### src/rtl/ea_pkg.sv
// Shared encodings for the effective address generator.
// Assumes 2-bit codes for address form, displacement size and operand kind.
package ea_pkg;
    typedef enum logic [1:0] {
        MODE_IND       = 2'd0,
        MODE_DISP      = 2'd1,
        MODE_SIDX      = 2'd2,
        MODE_SIDX_DISP = 2'd3
    } ea_mode_e;

    typedef enum logic [1:0] {
        DSZ_8   = 2'd0,
        DSZ_16  = 2'd1,
        DSZ_32  = 2'd2,
        DSZ_32B = 2'd3
    } dsz_e;

    typedef enum logic [1:0] {
        OPK_REG = 2'd0,
        OPK_IMM = 2'd1,
        OPK_MEM = 2'd2,
        OPK_RSV = 2'd3
    } opk_e;

    typedef struct packed {
        logic legal;
        logic has_mem;
    } pair_chk_t;
endpackage

### src/rtl/ea_regfile.sv
// Register file with one write port and RD_N combinational read ports.
// A read that names the register being written this cycle returns the new
// value. Assumes REG_N is a power of two.
module ea_regfile #(
    parameter int DATA_W = 32,
    parameter int REG_N  = 8,
    parameter int RD_N   = 2
) (
    input  logic                                  clk,
    input  logic                                  rst_n,
    input  logic                                  wr_en,
    input  logic [$clog2(REG_N)-1:0]              wr_sel,
    input  logic [DATA_W-1:0]                     wr_data,
    input  logic [RD_N-1:0][$clog2(REG_N)-1:0]    rd_sel,
    output logic [RD_N-1:0][DATA_W-1:0]           rd_data
);
    logic [DATA_W-1:0] regs [REG_N];

    // Storage update: clear on reset, otherwise take the write port.
    always_ff @(posedge clk) begin
        if (!rst_n) begin
            for (int i = 0; i < REG_N; i++) regs[i] <= '0;
        end else if (wr_en) begin
            regs[wr_sel] <= wr_data;
        end
    end

    // Read ports, each forwarding a same-cycle write.
    for (genvar g = 0; g < RD_N; g++) begin : g_rd
        assign rd_data[g] = (wr_en && (wr_sel == rd_sel[g])) ? wr_data : regs[rd_sel[g]];
    end
endmodule

### src/rtl/ea_disp_ext.sv
// Widens the displacement field according to its size code.
// Assumes DATA_W >= 16; the 32-bit codes pass the field unchanged.
module ea_disp_ext #(
    parameter int DATA_W = 32
) (
    input  logic [DATA_W-1:0] disp_raw,
    input  ea_pkg::dsz_e      size,
    output logic [DATA_W-1:0] disp_wide
);
    // Size selection with sign extension of the short forms.
    always_comb begin
        case (size)
            ea_pkg::DSZ_8:  disp_wide = {{(DATA_W-8){disp_raw[7]}}, disp_raw[7:0]};
            ea_pkg::DSZ_16: disp_wide = {{(DATA_W-16){disp_raw[15]}}, disp_raw[15:0]};
            default:        disp_wide = disp_raw;
        endcase
    end
endmodule

### src/rtl/ea_scaler.sv
// Scales the index by a power of two given as a shift amount.
// Assumes bits shifted out are discarded (modular arithmetic).
module ea_scaler #(
    parameter int DATA_W  = 32,
    parameter int SCALE_W = 2
) (
    input  logic [DATA_W-1:0]  index_val,
    input  logic [SCALE_W-1:0] shamt,
    output logic [DATA_W-1:0]  scaled
);
    // Left shift by the scale field.
    always_comb scaled = index_val << shamt;
endmodule

### src/rtl/ea_pair_check.sv
// Classifies the operand kind pair of an instruction.
// legal: the pair is allowed; has_mem: a memory operand is involved.
module ea_pair_check (
    input  ea_pkg::opk_e      dst,
    input  ea_pkg::opk_e      src,
    output ea_pkg::pair_chk_t res
);
    // Pair table: a register first operand takes any non-reserved second
    // operand; a memory first operand takes a register or immediate.
    always_comb begin
        res = '0;
        case (dst)
            ea_pkg::OPK_REG: begin
                res.legal   = (src != ea_pkg::OPK_RSV);
                res.has_mem = (src == ea_pkg::OPK_MEM);
            end
            ea_pkg::OPK_MEM: begin
                res.legal   = (src == ea_pkg::OPK_REG) || (src == ea_pkg::OPK_IMM);
                res.has_mem = 1'b1;
            end
            default: res = '0;
        endcase
    end
endmodule

### src/rtl/ea_gen_top.sv
// Effective address generator: reads base and index from the register file,
// scales the index, widens the displacement, sums per address form and
// registers address, valid and error. Assumes one request per cycle and no
// backpressure.
module ea_gen_top #(
    parameter int DATA_W  = 32,
    parameter int REG_N   = 8,
    parameter int SCALE_W = 2
) (
    input  logic                     clk,
    input  logic                     rst_n,
    input  logic                     wr_en,
    input  logic [$clog2(REG_N)-1:0] wr_sel,
    input  logic [DATA_W-1:0]        wr_data,
    input  logic                     req_valid,
    input  logic [1:0]               req_mode,
    input  logic [$clog2(REG_N)-1:0] base_sel,
    input  logic [$clog2(REG_N)-1:0] index_sel,
    input  logic [SCALE_W-1:0]       scale,
    input  logic [DATA_W-1:0]        disp,
    input  logic [1:0]               disp_size,
    input  logic [1:0]               dst_kind,
    input  logic [1:0]               src_kind,
    output logic                     ea_valid,
    output logic                     ea_error,
    output logic [DATA_W-1:0]        ea_addr
);
    localparam int RD_N = 2;

    logic [RD_N-1:0][$clog2(REG_N)-1:0] rd_sel;
    logic [RD_N-1:0][DATA_W-1:0]        rd_data;
    logic [DATA_W-1:0]                  disp_wide;
    logic [DATA_W-1:0]                  idx_scaled;
    logic [DATA_W-1:0]                  sum;
    ea_pkg::pair_chk_t                  pair;
    logic                               take_addr;

    assign rd_sel[0] = base_sel;
    assign rd_sel[1] = index_sel;

    ea_regfile #(.DATA_W(DATA_W), .REG_N(REG_N), .RD_N(RD_N)) u_rf (
        .clk     (clk),
        .rst_n   (rst_n),
        .wr_en   (wr_en),
        .wr_sel  (wr_sel),
        .wr_data (wr_data),
        .rd_sel  (rd_sel),
        .rd_data (rd_data)
    );

    ea_disp_ext #(.DATA_W(DATA_W)) u_dx (
        .disp_raw  (disp),
        .size      (ea_pkg::dsz_e'(disp_size)),
        .disp_wide (disp_wide)
    );

    ea_scaler #(.DATA_W(DATA_W), .SCALE_W(SCALE_W)) u_sc (
        .index_val (rd_data[1]),
        .shamt     (scale),
        .scaled    (idx_scaled)
    );

    ea_pair_check u_pc (
        .dst (ea_pkg::opk_e'(dst_kind)),
        .src (ea_pkg::opk_e'(src_kind)),
        .res (pair)
    );

    // Address sum chosen by the address form.
    always_comb begin
        case (ea_pkg::ea_mode_e'(req_mode))
            ea_pkg::MODE_IND:  sum = rd_data[0];
            ea_pkg::MODE_DISP: sum = rd_data[0] + disp_wide;
            ea_pkg::MODE_SIDX: sum = rd_data[0] + idx_scaled;
            default:           sum = rd_data[0] + idx_scaled + disp_wide;
        endcase
    end

    assign take_addr = req_valid && pair.legal && pair.has_mem;

    // Output stage: flags every cycle, address only on a valid result.
    always_ff @(posedge clk) begin
        if (!rst_n) begin
            ea_valid <= 1'b0;
            ea_error <= 1'b0;
            ea_addr  <= '0;
        end else begin
            ea_valid <= take_addr;
            ea_error <= req_valid && !pair.legal;
            if (take_addr) ea_addr <= sum;
        end
    end
endmodule

### config.mk
export PLATFORM = sky130hd
export DESIGN_NAME = ea_gen_top
export DESIGN_NICKNAME = d
export VERILOG_FILES = /design/src/rtl/ea_pkg.sv /design/src/rtl/ea_regfile.sv /design/src/rtl/ea_disp_ext.sv /design/src/rtl/ea_scaler.sv /design/src/rtl/ea_pair_check.sv /design/src/rtl/ea_gen_top.sv
export SDC_FILE = /design/constraint.sdc
export NUM_CORES = 1
export LEC_CHECK = 0
export ABC_CLOCK_PERIOD_IN_PS = 8900
export BUFFER_PORTS_ARGS = -buffer_cell sky130_fd_sc_hd__buf_2
export CORE_MARGIN = 3
export CORE_UTILIZATION = 62
export DETAILED_ROUTE_END_ITERATION = 8
export PLACE_DENSITY = 0.82
export SKIP_CTS_REPAIR_TIMING = 1
export SLEW_MARGIN = 10
export SYNTH_ARGS = -nofsm -noshare
export SYNTH_HDL_FRONTEND = slang
export SYNTH_SLANG_ARGS = --single-unit
export TNS_END_PERCENT = 20
### constraint.sdc
create_clock -name clk -period 8.9 [get_ports clk]
set_clock_uncertainty 0.1 [all_clocks]
set_input_delay 0.445 -clock clk [delete_from_list [all_inputs] [get_ports clk]]
set_output_delay 0.445 -clock clk [all_outputs]
set_load 0.1 [all_outputs]
==> impl_metrics.toml <==
[critical_path]
cpPeakStageDelay_ns = 0.57
r2r_slack_ns = 2.04
crit_type = "primary input to register"
slowest_stage = "mux4_2"
cp.required_ns = 9.28
crit_fanout = 23
crit_path_frequent_cell = "a21o_1"
worstPathArrival_ns = 7.76
worstSetupStartpointType = "primary input"
crit_path_end_kind = "register"

[grt]
grt_pass1_wl_um = 84600
grt_overflow = 0
grt_max_degree = 66
grt_pass1_vias = 15400
track_usage_pct = 31.7
antenna_found_initial = 4

[layout]
multi_input_area_um2 = 11100
fin_nets = 2067
n_fill_cell = 2270
regArea_um2 = 8370
drive_gt1_share_pct = 18.3
layout-area-overhead-vs-synth_pct = 9.71

[floorplanning]
dieHeight_um = 186
io_pins = 121
fp-row-count = 65
die_area_um2 = 34500
start_util_pct = 63.1
core-area_um2 = 31700
die_x_um = 186

[clocking]
clk_pin_slew_ns = 0.06
cts_tree = "yes"
htreeDepth = 1
cts_buffers = 31
cts_root_buffer = "clkbuf_16"
clockBufferDepth = 3
clkSinkCount = 290
insertion_delay_ns = 0.58

[synthesis]
synth_area_per_cell_um2 = 10.8
ys_seq_elements = 290
synth_nets = 2011
synth_ff_type = "edfxtp_1"
ys_types = 67
synth-seq-area-share_pct = 41.8
yosys_warnings = 0
syn-cell-area_um2 = 20000
async_reset_ff_share_pct = 0
postSynthCellCount = 1860
synth_edf_count = 256

[placement]
port_buffers = 120
place.gp.congestion = 0.992
hpwl_um = 36300

[power_and_ir_drop]
finalPower_uw = 4810
power_density_nw_per_um2 = 219
vdd_drop_max_v = 0.000155
p_leak_uw = 0.00876

[timing]
slew_violations = 0
rsz0062_at_grt = "false"
period_share_pct = 82.9
tns_ns = 0
fmax_ghz = 0.136
setup_violations = 0
worst_pin_slew_ns = 1.14
relSlewSlack_pct = 23.7
min_period_ns = 7.37
final_hold_viol_count = 0

[hold_path]
hold_class = "primary input to register"

[routing]
via_per_inst = 6.63
first_iter_violations = 1488
routed_wl_um = 54900
drcViolationCount = 0
dr.pass1.iters = 6
routedWlPerCell_um = 23.5
antenna_left = 0
vias = 15500

[run]
maxCapViolCount = 0

[status]
status = "finished, final reports clean"
==> path summary, 6_finish.rpt <==
| path | from | end | cells past startpoint |
|---|---|---|---|
| setup / recovery | index_sel[0] | ea_addr[26] | 33 |
| hold / removal | req_valid | ea_error | 3 |
| setup reg to reg | u_rf.regs[4][3] | ea_addr[26] | 31 |
| hold reg to reg | ea_addr[18] | ea_addr[18] | 2 |
==> placed cells by master, fill, tap and decap left out, types with 55 or more instances in the layout <==
cell,Yosys,final
o21ai_0,123,117
ha_1,62,62
mux4_2,127,127
nor2_1,168,162
mux2i_1,93,93
and2_1,264,264
buf_2,17,118
a21oi_1,115,115
nand2_1,133,133
edfxtp_1,256,256
inv_1,55,55
==> critical path, delay by kind of cell <==
kind,cells,cell delay (ns)
and+or+nand+nor,4,0.33
xor gates and xnor gates,2,0.30
buffers and inverters,2,0.92
muxes,3,0.88
AOI/OAI and AO/OA,20,4.05
adders and majority gates,2,0.77
==> cell families (layout without fill, tap and decap cells) <==
family                   count (synthesis)  after routing  share of synthesized area (%)
AO/OA/AOI/OAI                          394            394                           12.3
adder cells (fa/ha/maj)                 64             64                           4.07
XOR/XNOR                                62             62                           2.71
AND/OR/NAND/NOR                        646            646                           16.4
flip-flops                             290            290                           41.8
other                                    0              1                              0
multiplexers                           223            223                           19.2
buffers and inverters                  181            260                           3.54
==> through the flow <==
step | cell area (um2) | std cells | hold WS (ns) | utilization, % | worst slack, ns
final | 22000 | 2342 | 0.0212 | 69.3 | 1.53
after detailed placement | 21000 | 2285 | 0.338 | 66.2 | 1.02
after floorplan | 20000 | 1860 | 0.470 | - | 1.89
after global placement | 21000 | 2285 | 0.330 | 66.2 | 1.23
after global routing | 22000 | 2341 | 0.0232 | 69.3 | 0.813
after CTS | 22000 | 2341 | 0.00888 | 69.3 | 1.58
==> sequential cells by signal, indices dropped and copies added (netlist names) <==
name,count
ea_addr,32
ea_error,1
ea_valid,1
u_rf.regs,256
==> where the power goes <==
| part | internal, uW | switching, uW | total, uW | leakage (uW) |
|---|---|---|---|---|
| Clock | 726 | 539 | 1260 | 0.000478 |
| Sequential | 1570 | 46.8 | 1620 | 0.00273 |
| Combinational | 775 | 1160 | 1930 | 0.00556 |
==> Yosys cell counts (all sizes together) (31+ instances only) <==
library cell,instances,area (um2)
o21ai,127,639
xnor2,40,350
a211oi,31,233
and2,265,1660
mux4,128,2890
dfxtp,34,681
a21oi,115,576
buf,37,168
nor2,168,631
edfxtp,256,7690
ha,62,776
a21o,37,278
nand2,133,499
clkbuf,88,330
inv,55,206
mux2i,93,931
==> cell type report <==
cell class                 instances  area share [%]
multi-input combinational       1389            50.5
antenna                            1          0.0114
sequential                       290            38.1
clock inverter                    16           0.735
inverter                          56           0.957
tap                              402            2.29
timing repair buffer             148            3.77
clock buffer                      40            3.68
==> layer usage <==
metal	track usage, %	up-vias	wire length (um)
met2	52.9	927	26600
met3	6.57	153	5690
met1	42.0	7467	20800
li1	-	6965	-
met5	0	-	50
met4	10.6	8	1780
(Power assumes the default switching activity.)
